[src/rtl/ecc_fix_pkg.sv]
package ecc_fix_pkg;
  typedef enum logic [1:0] {
    VERD_CLEAN = 2'd0,
    VERD_FIXED = 2'd1,
    VERD_FAIL  = 2'd2
  } verdict_e;

  typedef enum logic [1:0] {
    SLOT_APPLY = 2'd0,
    SLOT_SKIP  = 2'd1,
    SLOT_FILL  = 2'd2
  } slot_kind_e;
endpackage

[src/rtl/ecc_slot_unpack.sv]
module ecc_slot_unpack #(
  parameter int SLOTS = 4,
  parameter int OFF_W = 10,
  parameter int BYTE_W = 8
) (
  input  logic [31:0]                   stat0,
  input  logic [31:0]                   stat1,
  input  logic [31:0]                   pat,
  output logic [SLOTS-1:0][OFF_W-1:0]   offs,
  output logic [SLOTS-1:0][BYTE_W-1:0]  pats
);
  // even slots take the low half of a word, odd slots the high half
  for (genvar s = 0; s < SLOTS; s++) begin : g_slot
    localparam int HALF_LSB = (s % 2) * 16;
    if (s / 2 == 0) begin : g_w0
      assign offs[s] = stat0[HALF_LSB +: OFF_W];
    end else begin : g_w1
      assign offs[s] = stat1[HALF_LSB +: OFF_W];
    end
    assign pats[s] = pat[s*BYTE_W +: BYTE_W];
  end
endmodule

[src/rtl/ecc_slot_judge.sv]
module ecc_slot_judge import ecc_fix_pkg::*; #(
  parameter int OFF_W = 10,
  parameter int SECTOR_BYTES = 512,
  parameter int SPARE_LEN_NARROW = 44,
  parameter int SPARE_LEN_WIDE = 84
) (
  input  logic [OFF_W-1:0] off,
  input  logic             spare,
  input  logic             wide,
  output slot_kind_e       kind
);
  localparam logic [OFF_W-1:0] LIM_SECT = OFF_W'(SECTOR_BYTES);
  localparam logic [OFF_W-1:0] LIM_NAR  = OFF_W'(SPARE_LEN_NARROW);
  localparam logic [OFF_W-1:0] LIM_WID  = OFF_W'(SPARE_LEN_WIDE);

  logic [OFF_W-1:0] eff_len;
  assign eff_len = wide ? LIM_WID : LIM_NAR;

  always_comb begin
    if (off >= LIM_SECT)              kind = SLOT_SKIP;
    else if (spare && off >= eff_len) kind = SLOT_FILL;
    else                              kind = SLOT_APPLY;
  end
endmodule

[src/rtl/ecc_rmw_engine.sv]
module ecc_rmw_engine import ecc_fix_pkg::*; #(
  parameter int CNT_W = 3,
  parameter int MAX_FIX = 4,
  parameter int BYTE_W = 8
) (
  input  logic              clk,
  input  logic              rst_n,
  input  logic              go,
  input  logic [CNT_W-1:0]  cnt,
  input  slot_kind_e        kind,
  input  logic [BYTE_W-1:0] slot_pat,
  input  logic [BYTE_W-1:0] rdata,
  output logic [CNT_W-1:0]  idx,
  output logic              rd,
  output logic              wr,
  output logic [BYTE_W-1:0] wdata,
  output logic              busy,
  output logic              done,
  output logic [1:0]        verdict
);
  typedef enum logic [2:0] {S_IDLE, S_EVAL, S_PICK, S_READ, S_WRITE, S_DONE} st_e;
  localparam logic [CNT_W-1:0] MAX_C = CNT_W'(MAX_FIX);

  st_e  st_q;
  logic fill_hit_q;

  always_ff @(posedge clk or negedge rst_n) begin
    if (!rst_n) begin
      st_q       <= S_IDLE;
      idx        <= '0;
      fill_hit_q <= 1'b0;
      verdict    <= VERD_CLEAN;
    end else begin
      unique case (st_q)
        S_IDLE: if (go) st_q <= S_EVAL;
        S_EVAL: begin
          idx        <= '0;
          fill_hit_q <= 1'b0;
          if (cnt == '0) begin
            verdict <= VERD_CLEAN;
            st_q    <= S_DONE;
          end else if (cnt > MAX_C) begin
            verdict <= VERD_FAIL;
            st_q    <= S_DONE;
          end else begin
            st_q <= S_PICK;
          end
        end
        S_PICK: begin
          if (idx == cnt) begin
            verdict <= fill_hit_q ? VERD_FAIL : VERD_FIXED;
            st_q    <= S_DONE;
          end else if (kind == SLOT_APPLY) begin
            st_q <= S_READ;
          end else begin
            if (kind == SLOT_FILL) fill_hit_q <= 1'b1;
            idx <= idx + 1'b1;
          end
        end
        S_READ:  st_q <= S_WRITE;
        S_WRITE: begin
          idx  <= idx + 1'b1;
          st_q <= S_PICK;
        end
        S_DONE:  st_q <= S_IDLE;
        default: st_q <= S_IDLE;
      endcase
    end
  end

  assign rd    = (st_q == S_READ);
  assign wr    = (st_q == S_WRITE);
  assign wdata = rdata ^ slot_pat;
  assign busy  = (st_q != S_IDLE);
  assign done  = (st_q == S_DONE);
endmodule

[src/rtl/sector_ecc_fixer.sv]
module sector_ecc_fixer import ecc_fix_pkg::*; #(
  parameter int ADDR_W = 9,
  parameter int OFF_W = 10,
  parameter int SLOTS = 4,
  parameter int CNT_LSB = 26,
  parameter int CNT_W = 3,
  parameter int SPARE_LEN_NARROW = 44,
  parameter int SPARE_LEN_WIDE = 84
) (
  input  logic              clk,
  input  logic              rst_n,
  input  logic              start_i,
  input  logic              spare_mode_i,
  input  logic              wide_page_i,
  input  logic [31:0]       stat0_i,
  input  logic [31:0]       stat1_i,
  input  logic [31:0]       pattern_i,
  output logic [ADDR_W-1:0] mem_addr_o,
  output logic              mem_rd_o,
  input  logic [7:0]        mem_rdata_i,
  output logic              mem_wr_o,
  output logic [7:0]        mem_wdata_o,
  output logic              busy_o,
  output logic              done_o,
  output logic [1:0]        status_o
);
  localparam int BYTE_W = 8;
  localparam int SECTOR_BYTES = 1 << ADDR_W;
  localparam int SEL_W = $clog2(SLOTS);

  logic [31:0] stat0_q, stat1_q, pat_q;
  logic        spare_q, wide_q;
  logic        go;

  assign go = start_i && !busy_o;

  always_ff @(posedge clk or negedge rst_n) begin
    if (!rst_n) begin
      stat0_q <= '0;
      stat1_q <= '0;
      pat_q   <= '0;
      spare_q <= 1'b0;
      wide_q  <= 1'b0;
    end else if (go) begin
      stat0_q <= stat0_i;
      stat1_q <= stat1_i;
      pat_q   <= pattern_i;
      spare_q <= spare_mode_i;
      wide_q  <= wide_page_i;
    end
  end

  logic [SLOTS-1:0][OFF_W-1:0]  offs;
  logic [SLOTS-1:0][BYTE_W-1:0] pats;

  ecc_slot_unpack #(.SLOTS(SLOTS), .OFF_W(OFF_W), .BYTE_W(BYTE_W)) u_unpack (
    .stat0 (stat0_q),
    .stat1 (stat1_q),
    .pat   (pat_q),
    .offs  (offs),
    .pats  (pats)
  );

  logic [CNT_W-1:0]  idx;
  logic [SEL_W-1:0]  sel;
  logic [OFF_W-1:0]  sel_off;
  logic [BYTE_W-1:0] sel_pat;
  slot_kind_e        kind;

  assign sel     = idx[SEL_W-1:0];
  assign sel_off = offs[sel];
  assign sel_pat = pats[sel];

  ecc_slot_judge #(
    .OFF_W(OFF_W), .SECTOR_BYTES(SECTOR_BYTES),
    .SPARE_LEN_NARROW(SPARE_LEN_NARROW), .SPARE_LEN_WIDE(SPARE_LEN_WIDE)
  ) u_judge (
    .off   (sel_off),
    .spare (spare_q),
    .wide  (wide_q),
    .kind  (kind)
  );

  ecc_rmw_engine #(.CNT_W(CNT_W), .MAX_FIX(SLOTS), .BYTE_W(BYTE_W)) u_engine (
    .clk      (clk),
    .rst_n    (rst_n),
    .go       (go),
    .cnt      (stat0_q[CNT_LSB +: CNT_W]),
    .kind     (kind),
    .slot_pat (sel_pat),
    .rdata    (mem_rdata_i),
    .idx      (idx),
    .rd       (mem_rd_o),
    .wr       (mem_wr_o),
    .wdata    (mem_wdata_o),
    .busy     (busy_o),
    .done     (done_o),
    .verdict  (status_o)
  );

  assign mem_addr_o = sel_off[ADDR_W-1:0];
endmodule

[config.mk]
export PLATFORM = sky130hd
export DESIGN_NAME = sector_ecc_fixer
export DESIGN_NICKNAME = d
export VERILOG_FILES = /design/src/rtl/ecc_fix_pkg.sv /design/src/rtl/ecc_slot_unpack.sv /design/src/rtl/ecc_slot_judge.sv /design/src/rtl/ecc_rmw_engine.sv /design/src/rtl/sector_ecc_fixer.sv
export SDC_FILE = /design/constraint.sdc
export NUM_CORES = 1
export LEC_CHECK = 0
export BUFFER_PORTS_ARGS = -buffer_cell sky130_fd_sc_hd__buf_2
export CAP_MARGIN = 20
export CORE_MARGIN = 4
export CORE_UTILIZATION = 35
export DETAILED_ROUTE_END_ITERATION = 6
export SYNTH_ARGS = -nofsm -noshare
export SYNTH_HDL_FRONTEND = slang
export SYNTH_SLANG_ARGS = --single-unit
[constraint.sdc]
create_clock -name clk -period 6.1 [get_ports clk]
set_clock_uncertainty 0.05 [all_clocks]
set_input_delay 1.22 -clock clk [delete_from_list [all_inputs] [get_ports clk]]
set_output_delay 1.22 -clock clk [all_outputs]
set_load 0.01 [all_outputs]
Word level (Yosys, flattened, before mapping):

Index checks and enable logic that the tools add are counted.

* flip-flop bits (word level): 98
* output and inout bits: 23
* logic and storage cells: 67

* add/sub/neg operators: 1
* $lt $le $gt $ge: 4
* equal/unequal tests: 14
* muxes and demuxes: 25
* bitwise logic cells: 1
* reduce and logical (&&, ||, !) cells: 13

Operators with widths (count)
* 3-bit 2-to-1 mux: 7
* 10-bit binary-select mux with 2-bit select: 1
* 8-bit binary-select mux with 2-bit select: 1
* 3-bit one-hot mux with 5 select lines: 1
* 2-bit 2-to-1 mux: 6
* 10-bit >= comparator: 1
* 10-bit >= comparator, second input constant: 1
* 10-bit 2-to-1 mux: 1
* 3-bit one-hot mux with 3 select lines: 1
* 8-bit 2-to-1 mux: 1
* 8-bit bitwise XOR: 1
* 7-bit 2-to-1 mux: 1
* 3-bit by 2-bit == test with 1-bit output, second input constant: 2
* 3-bit == test, second input constant: 2
* 3-bit logical NOT: 2
* 2-bit inequality test, second input constant: 3
* 3-bit by 1-bit inequality test with 1-bit output, second input constant: 2
* 3-bit AND reduction: 2
* 3-bit nonzero test: 2
* 2-bit by 1-bit inequality test with 1-bit output, second input constant: 2
* 2-bit one-hot mux with 2 select lines: 1
* 4-bit AND reduction: 1
* 3-bit by 1-bit adder with 3-bit output, second input constant: 1
* 3-bit by 1-bit == test with 1-bit output, second input constant: 1
* 11 further kinds: 14

Longest topological paths before layout:

Gate-level depths: netlist of the first run.

* depth after elaboration: 11
* gate-level depth with buffers: 10
* gate-level depth less buffers: 7

Hierarchy:

From an unflattened synthesis of the first run, not the netlist that was laid out.

* cells, all modules: 399
* area total of the unflattened synthesis: 5535.3 um^2

Modules (own cells, without submodules)
* sector_ecc_fixer: instances 1, cells each 239, area an instance 4182.8 um^2, sequential area each 2452.4 um^2
* ecc_rmw_engine: instances 1, cells each 75, area an instance 711.9 um^2, sequential area each 225.2 um^2
* ecc_slot_unpack: instances 1, cells each 72, area an instance 540.5 um^2, sequential area each 0.0 um^2
* ecc_slot_judge: instances 1, cells each 13, area an instance 100.1 um^2, sequential area each 0.0 um^2

Worst setup path before layout of the first run:

Ideal clock, no wire load.

* path kind: register to register
* start: register u_engine.idx[0]
* end: register u_engine.idx[2]
* library setup time: 0.136 ns
* arrival time: 2.558 ns
* setup slack: 3.357 ns
* cell stages (with the launch flop): 11
* path buffers: 3
* period minus slack after synthesis: 2.743 ns
* path through: dfrtp_1 -> buf_6 -> buf_6 -> clkbuf_8 -> mux4_2 -> ha_1 -> a21o_2 -> a211oi_2 -> o211ai_2 -> a21oi_1 -> o32ai_1

* word-level cells in the longest chain between the ends: 9
* elaborated cells between the ends (all ways): 16

Ends and longest elaborated chain
* start, declared: RTL line ecc_rmw_engine.sv:13 `output logic [CNT_W-1:0] idx,`
* start signal, assigned: RTL line ecc_rmw_engine.sv:57 `idx <= idx + 1'b1;`
* start signal, assigned: RTL line ecc_rmw_engine.sv:62 `idx <= idx + 1'b1;`
* 10-bit binary-select mux with 2-bit select *: RTL line sector_ecc_fixer.sv:71 `assign sel_off = offs[sel];`
* 10-bit 2-to-1 mux (not written as such) *: RTL line sector_ecc_fixer.sv:71
* via mem_addr_o[5]: RTL line sector_ecc_fixer.sv:18 `output logic [ADDR_W-1:0] mem_addr_o,`
* 10-bit >= comparator: RTL line ecc_slot_judge.sv:21 `else if (spare && off >= eff_len) kind = SLOT_FILL;`
* 1-bit logical AND: RTL line ecc_slot_judge.sv:21
* 2-bit 2-to-1 mux: RTL line ecc_slot_judge.sv:21
* 2-bit 2-to-1 mux *: RTL line ecc_slot_judge.sv:20 `if (off >= LIM_SECT) kind = SLOT_SKIP;`
* 2-bit logical NOT *: RTL line ecc_rmw_engine.sv:53 `end else if (kind == SLOT_APPLY) begin`
* 2-bit inequality test (no source line) *
* 3-bit AND reduction (no source line) *

Mark *: on every way through the listed nets, which the timed path passes. The rest lies on a longest branch. The select of a mux whose other input is x is not followed.
A chain may end at the register's enable or synchronous reset.

Worst setup path in the final report of the first run:

* start: register u_engine.idx[0]
* end: output mem_addr_o[7]

* word-level cells in the longest chain between the ends: 2

Ends and longest elaborated chain (RTL line)
* 10-bit binary-select mux with 2-bit select: sector_ecc_fixer.sv:71
* 10-bit 2-to-1 mux (not written as such): sector_ecc_fixer.sv:71
* end, declared: sector_ecc_fixer.sv:18

Every way passes these cells. The select of a mux whose other input is x is not followed.

==> impl_results.md, run 1 <==
* Top cells by count, synth: dfrtp_1, mux2_2, mux4_2, xor2_1
* Hold Crit Depth at 1
* Combinational share of power at between 40% and 50%
* Mux contribution to synthesized area at 31.4%
* Yosys warnings at 0
* Hpwl dp at about 6400 um
* Period minus WS final at about 3.5 ns
* Synth area leaders: dfrtp_1, mux2_2, mux4_2
* First-pass DRT Iterations at 4
* Share of layout cells above drive strength 1 at between 50% and 60%
* Synth Area in Compound Gates at under 10%
* Vias per cell at around 5
* WL met2 at between 4000 and 5000 um
* Worst r2r path cells at 8
* Initial antenna violation count at 0
* Port Buf Inserts at 110
* Post_cts resized at 0
* Largest family of logic cells by synthesized area: multiplexers
* Netlist cell types at 38
* Detailed Route WL at just under 9000 um
* Overall power at between 2000 and 3000 uW
* CTS Root Cell: clkbuf_16
* Number of synthesized flops with an enable pin at 0
* Final Non-Filler Cells at 542
* DRC viols at 0
* Critical setup path kind: flip-flop to output pin
* Cell Pwr Density at between 500 and 600 nW/um2
* Global route overflow at 0
* Slew @ Worst Pin at roughly 1.0 ns
* Prevailing post-synth register cell: dfrtp_1
* Post-synthesis cell area at approximately 4100 um2
* Flop pwr share at a little under two fifths
* Leak pwr at approximately 0.0023 uW
* Max Fclk at 284 MHz
* Wire length on met1 at approximately 3900 um
* Number of diodes at 0
* Worst skew pair latency at around 0.34 ns
* Bufs on Longest Clock Path at 2
* Worst-path fanout max at 15
* Die W at ~120 um
* Most frequent cell after synthesis: dfrtp_1
* Sequential-to-total area share from yosys stat at ~52%
* Clock share of power at between 20% and 30%
* Hold Vio Cnt, Final at 0
* RSZ-0062 raised after global routing: false
* Pin count of the biggest net entering global routing at 80
* CTS tree: yes
* Hold-fix buffer count after cts at 0
* Maximum VDD drop at 0.000191 V
* Hold WC Path Type: flip-flop to flip-flop
* Net Sw Frac at 33.4%
* Starting DRC count in detailed routing at about 90
* Crit end category: output pin
* Die Height at ~120 um
* Placed cell count at about 530
* Synth Area in Adders at between 2 and 2.5%
* DRT antenna net count at 0
* Global-route wire length before repair at 14300 um
* Top-area cell type share of the netlist area at 52.0%
* Synth Net Count at 402
* R2R Path Start: u_engine.idx[0]
* Placer Congestion at between 0.7 and 0.8
* Initial Utilization at a little over a third
* Slew headroom at 30.8%
* WL per Instance at 16.4 um
* CTS Sinks at 86
* Hold path startpoint: stat1_q[3]
* Biggest area consumer among synthesized cells: dfrtp_1
* All-Layer GR Usage at about 14%
* Critical R2R Capture: u_engine.idx[2]
* Max H-tree Level at 3
* # setup viols final at 0
* Die area at about 14000 um2
* Row count at 39
* P_sw at about 940 uW
* Vias in the first global route at ~2.9k
* Mapped Cells at 286
* Final #Nets at 510
* Top Metal Used: met4
* Setup_tns at 0 ns
* Post-synth ARST share at 100%
* TritonCTS Buffers at 9
* Pint at about 1900 uW
* Worst Path Arrival at ~2.3 ns
* Status: finished, final reports clean
* Max_cap viols at 0
* CP required at about 4.8 ns
* Post-CTS Setup Bufs at 0
* Slew Limit Fails at 0
* P&R area growth vs syn at 23.3%
* CTS clk-pin slew, worst paths at 0.06 ns
* Synth Area in Simple Gates at under 10%
* Kind of start point of the critical path: flip-flop
* Synth Register Bits at 86
* # IOs at 132
* R2r setup slk at 2.83 ns
* Metal3 WL at approximately 440 um
* Vias at 2705
* Synthesized area per cell at approximately 14 um2
* Final Util at between 40% and 50%
* WHS Endpoint: stat1_q[3]
* Floorplan core area at roughly 12000 um2
* Period utilization at 57.8%
* Synth Area in XOR/XNOR at 2.54%
power groups by stage:
stage | logic, uW | clock network (uW) | registers, uW
4_1_cts | 1230 | 586 | 1050
3_5_place_dp | 1220 | 0 | 1060
6_report | 1200 | 566 | 1050
3_3_place_gp | 1190 | 0 | 1040
2_1_floorplan | 975 | 0 | 974
5_1_grt | 1330 | 610 | 1090
flip-flops by register name, summed over array words and instances (netlist names):
| signal | cells |
|---|---|
| pat_q | 32 |
| stat0_q | 23 |
| stat1_q | 20 |
| u_engine.idx | 3 |
| u_engine.st_q | 3 |
| u_engine.verdict | 2 |
| spare_q | 1 |
| u_engine.fill_hit_q | 1 |
| wide_q | 1 |
critical path, cell delays in order (launching register included):
cell and delay (ns):
dfrtp_1 0.74, buf_4 0.39, mux4_1 0.61, buf_2 0.16
worst max-delay path by stage:
stage,from,to,slack (ns),cells after the start
3_3_place_gp,u_engine.idx[0],u_engine.idx[0],2.78,8
5_1_grt,u_engine.idx[0],mem_addr_o[7],2.36,3
4_1_cts,u_engine.idx[0],mem_addr_o[7],2.47,3
6_report,u_engine.idx[0],mem_addr_o[7],2.57,3
2_1_floorplan,u_engine.idx[0],u_engine.idx[2],3.36,10
3_5_place_dp,u_engine.idx[0],u_engine.idx[2],2.76,8
layout make-up:
| cell class | instances | area (um2) |
|---|---|---|
| multi-input combinational | 178 | 1860 |
| inverter | 6 | 22.5 |
| fill | 1076 | 6420 |
| clock inverter | 5 | 57.6 |
| tap | 143 | 179 |
| timing repair buffer | 113 | 576 |
| sequential | 86 | 2150 |
| clock buffer | 11 | 253 |
metal layers:
| layer | GRT usage, % | up-vias |
|---|---|---|
| met2 | 22.2 | 63 |
| met1 | 17.3 | 1363 |
| li1 | - | 1265 |
| met4 | 7.49 | 0 |
| met3 | 3.21 | 14 |
| met5 | 0 | - |
metrics by stage:
step / cell area [um2] / hold slack (ns) / worst slack, ns
final: 5100 / 0.450 / 2.57
after global routing: 5100 / 0.469 / 2.36
after CTS: 5100 / 0.453 / 2.47
after detailed placement: 4790 / 0.438 / 2.76
after global placement: 4790 / 0.434 / 2.78
after floorplan: 4140 / 0.422 / 3.36
layout by cell type, fill, tap and decap left out, types with 4 or more instances in the layout:
cell type  instances
buf_2            109
dfrtp_1           86
mux2_2            78
mux4_2            16
xor2_1            12
a21oi_1           10
clkbuf_16          9
nor2_1             8
nand2_1            7
o21ai_0            7
ha_1               7
inv_1              5
buf_4              4
kinds of logic (layout without fill, tap and decap cells):
logic type | Yosys count | after routing
compound gates | 28 | 28
xor+xnor | 12 | 12
fa+ha+maj | 7 | 7
buf+inv | 22 | 135
flops | 86 | 86
mux | 97 | 97
simple gates | 34 | 34
Note: power is estimated with default switching activity, not from simulation.
==> inputs of run 2 (changes only) <==
==> constraint.sdc (replaced) <==
create_clock -name clk -period 3 [get_ports clk]
set_clock_uncertainty 0.05 [all_clocks]
set_input_delay 0.6 -clock clk [delete_from_list [all_inputs] [get_ports clk]]
set_output_delay 0.6 -clock clk [all_outputs]
set_load 0.01 [all_outputs]
==> impl_results.md, run 2 (synthesis gave the netlist of run 1 again) <==
* Die Height at 117 um (unchanged)
* CTS clk-pin slew, worst paths at 0.06 ns (about the same)
* Port Buf Inserts at 110 (unchanged)
* R2R Path Start: u_engine.idx[0] (unchanged)
* RSZ-0062 raised after global routing: false (unchanged)
* Flop pwr share at 36.8% (was 37.2%)
* # setup viols final at 0 (unchanged)
* Die W at 117 um (unchanged)
* DRT antenna net count at 0 (unchanged)
* Starting DRC count in detailed routing at 99 (was 91)
* Maximum VDD drop at 0.000425 V (was 0.000191 V)
* Post-CTS Setup Bufs at 0 (unchanged)
* Crit. Startpoint: u_engine.idx[0] (unchanged)
* Pin count of the biggest net entering global routing at 51 (was 80)
* Cell Chain, Critical Path: mux4_2 > ha_1 > a21o_2 > a211oi_2 > o211ai_2 > a21oi_1 > o22ai_1 (was buf_4 > mux4_1 > buf_2)
* P_sw at 1890 uW (was 941 uW)
* Slew @ Worst Pin at 0.560 ns (was 1.04 ns)
* Final Non-Filler Cells at 543 (was 542)
* Vias at 2749 (was 2705)
* Leak pwr at 0.00231 uW (about the same)
* Max reg flops at 32 (unchanged)
* Most frequent cells in the layout: buf_2, dfrtp_1, mux2_2, mux4_2, xor2_1 (unchanged)
* Top reg by flops: pat_q (unchanged)
* Crit end category: flip-flop (was output pin)
* Placer Congestion at 0.812 (was 0.768)
* Detailed Route WL at 8800 um (was 8900 um)
* Vias in the first global route at 2841 (was 2858)
* Die area at 13600 um2 (unchanged)
* Most common cell after layout, fill and taps aside: buf_2 (unchanged)
* Row count at 39 (unchanged)
* Setup_tns at 0 ns (unchanged)
* Floorplan core area at 11500 um2 (unchanged)
* Number of diodes at 0 (unchanged)
* Worst path max stage delay at 0.56 ns (was 0.74 ns)
* Pint at 3800 uW (was 1870 uW)
* Max H-tree Level at 3 (unchanged)
* All-Layer GR Usage at 13.7% (was 13.8%)
* Initial Utilization at 35.9% (unchanged)
* Slew headroom at 62.2% (was 30.8%)
* Final #Nets at 512 (was 510)
* Kind of start point of the critical path: flip-flop (unchanged)
* Worst-path fanout max at 5 (was 15)
* Worst skew pair latency at 0.33 ns (was 0.34 ns)
* Bufs on Longest Clock Path at 2 (unchanged)
* Worst Path Arrival at 2.77 ns (was 2.26 ns)
* Slowest stage cell, crit path: mux4_2 (was dfrtp_1)
* First-pass DRT Iterations at 4 (unchanged)
* Status: finished, final reports clean (unchanged)
* TritonCTS Buffers at 9 (unchanged)
* Slew Limit Fails at 0 (unchanged)
* Clock share of power at 19.2% (was 20.1%)
* P&R area growth vs syn at 23.7% (was 23.3%)
* Hold Vio Cnt, Final at 0 (unchanged)
* Critical setup path kind: flip-flop to flip-flop (was flip-flop to output pin)
* Period minus WS final at 2.62 ns
* Share of layout cells above drive strength 1 at 57.8% (was 57.9%)
* Hold-fix buffer count after cts at 0 (unchanged)
* Period utilization at 87.2%
* Cell Pwr Density at 1110 nW/um2 (was 552 nW/um2)
* Max Fclk at 382 MHz
* Hpwl dp at 6360 um (was 6380 um)
* CTS Root Cell: clkbuf_16 (unchanged)
* Fill cells at 1105 (was 1076)
* Post_cts resized at 0 (unchanged)
* Vias per cell at 5.06 (was 4.99)
* Crit path max-delay family: compound AO/OA/AOI/OAI gates (was flip-flops)
* Hold WC Path Type: input port to async pin (was flip-flop to flip-flop)
* Net Sw Frac at 33.2% (was 33.4%)
* CTS Sinks at 86 (unchanged)
* Initial antenna violation count at 0 (unchanged)
* Buf+Inv Stages, Crit Path at 0 (was 2)
* WL per Instance at 16.2 um (was 16.4 um)
* Max_cap viols at 0 (unchanged)
* DRC viols at 0 (unchanged)
* Placed cell count at 528 (was 526)
* Combinational share of power at 44.0% (was 42.7%)
* Global route overflow at 0 (unchanged)
* CTS tree: yes (unchanged)
* # IOs at 132 (unchanged)
* CP required at 3.15 ns (was 4.83 ns)
* Largest registers: pat_q (32), stat0_q (23), stat1_q (20) (unchanged)
* Global-route wire length before repair at 14400 um (was 14300 um)
run 2: area by class of cell:
cell class	count	area (um2)	share of cell area [%]
Clock buffer	11	243	4.74
Multi-Input combinational cell	178	1860	36.3
Timing Repair Buffer	115	616	12.0
Sequential cell	86	2150	42.0
Inverter	6	22.5	0.440
Tap cell	143	179	3.49
Clock inverter	4	47.5	0.929
run 2: per-stage QoR:
| step | utilization (%) | power [uW] | instance area [um2] | worst slack [ns] | hold slack [ns] |
|---|---|---|---|---|---|
| floorplan | - | 3960 | 4140 | 0.257 | 0.254 |
| detailed placement | 41.9 | 4660 | 4830 | 0.427 | 0.440 |
| global placement | 41.9 | 4590 | 4830 | 0.461 | 0.432 |
| finish | 44.5 | 5700 | 5120 | 0.384 | 0.173 |
| global route | 44.5 | 6150 | 5120 | 0.256 | 0.201 |
| CTS | 44.5 | 5800 | 5120 | 0.398 | 0.185 |
run 2: path summary, 6_finish.rpt:
| kind | endpoint | cells past startpoint | slack [ns] |
|---|---|---|---|
| max | u_engine.idx[0] | 7 | 0.38 |
| min | stat1_q[1] | 1 | 0.17 |
| max reg2reg | u_engine.idx[0] | 7 | 0.38 |
| min reg2reg | pat_q[16] | 1 | 0.45 |
| max in group asynchronous | pat_q[28] | 2 | 2.08 |
| min in group clk | stat0_q[28] | 3 | 0.42 |
run 2: routing by layer:
| metal | up-vias | GRT usage (%) | part of all wire, % | wire length [um] |
|---|---|---|---|---|
| met2 | 69 | 21.6 | 49 | 4350 |
| li1 | 1283 | - | - | - |
| met4 | 0 | 6.42 | 1.8 | 154 |
| met5 | - | 0 | 0 | 0 |
| met3 | 9 | 3.42 | 6.0 | 528 |
| met1 | 1388 | 17.8 | 43 | 3770 |
run 2: power by group through the flow:
stage               sequential [uW]  combinational, uW  clock [uW]
global placement               2090               2500           0
detailed placement             2120               2540           0
CTS                            2110               2550        1140
finish                         2100               2510        1100
floorplan                      1980               1980           0
global route                   2190               2770        1190
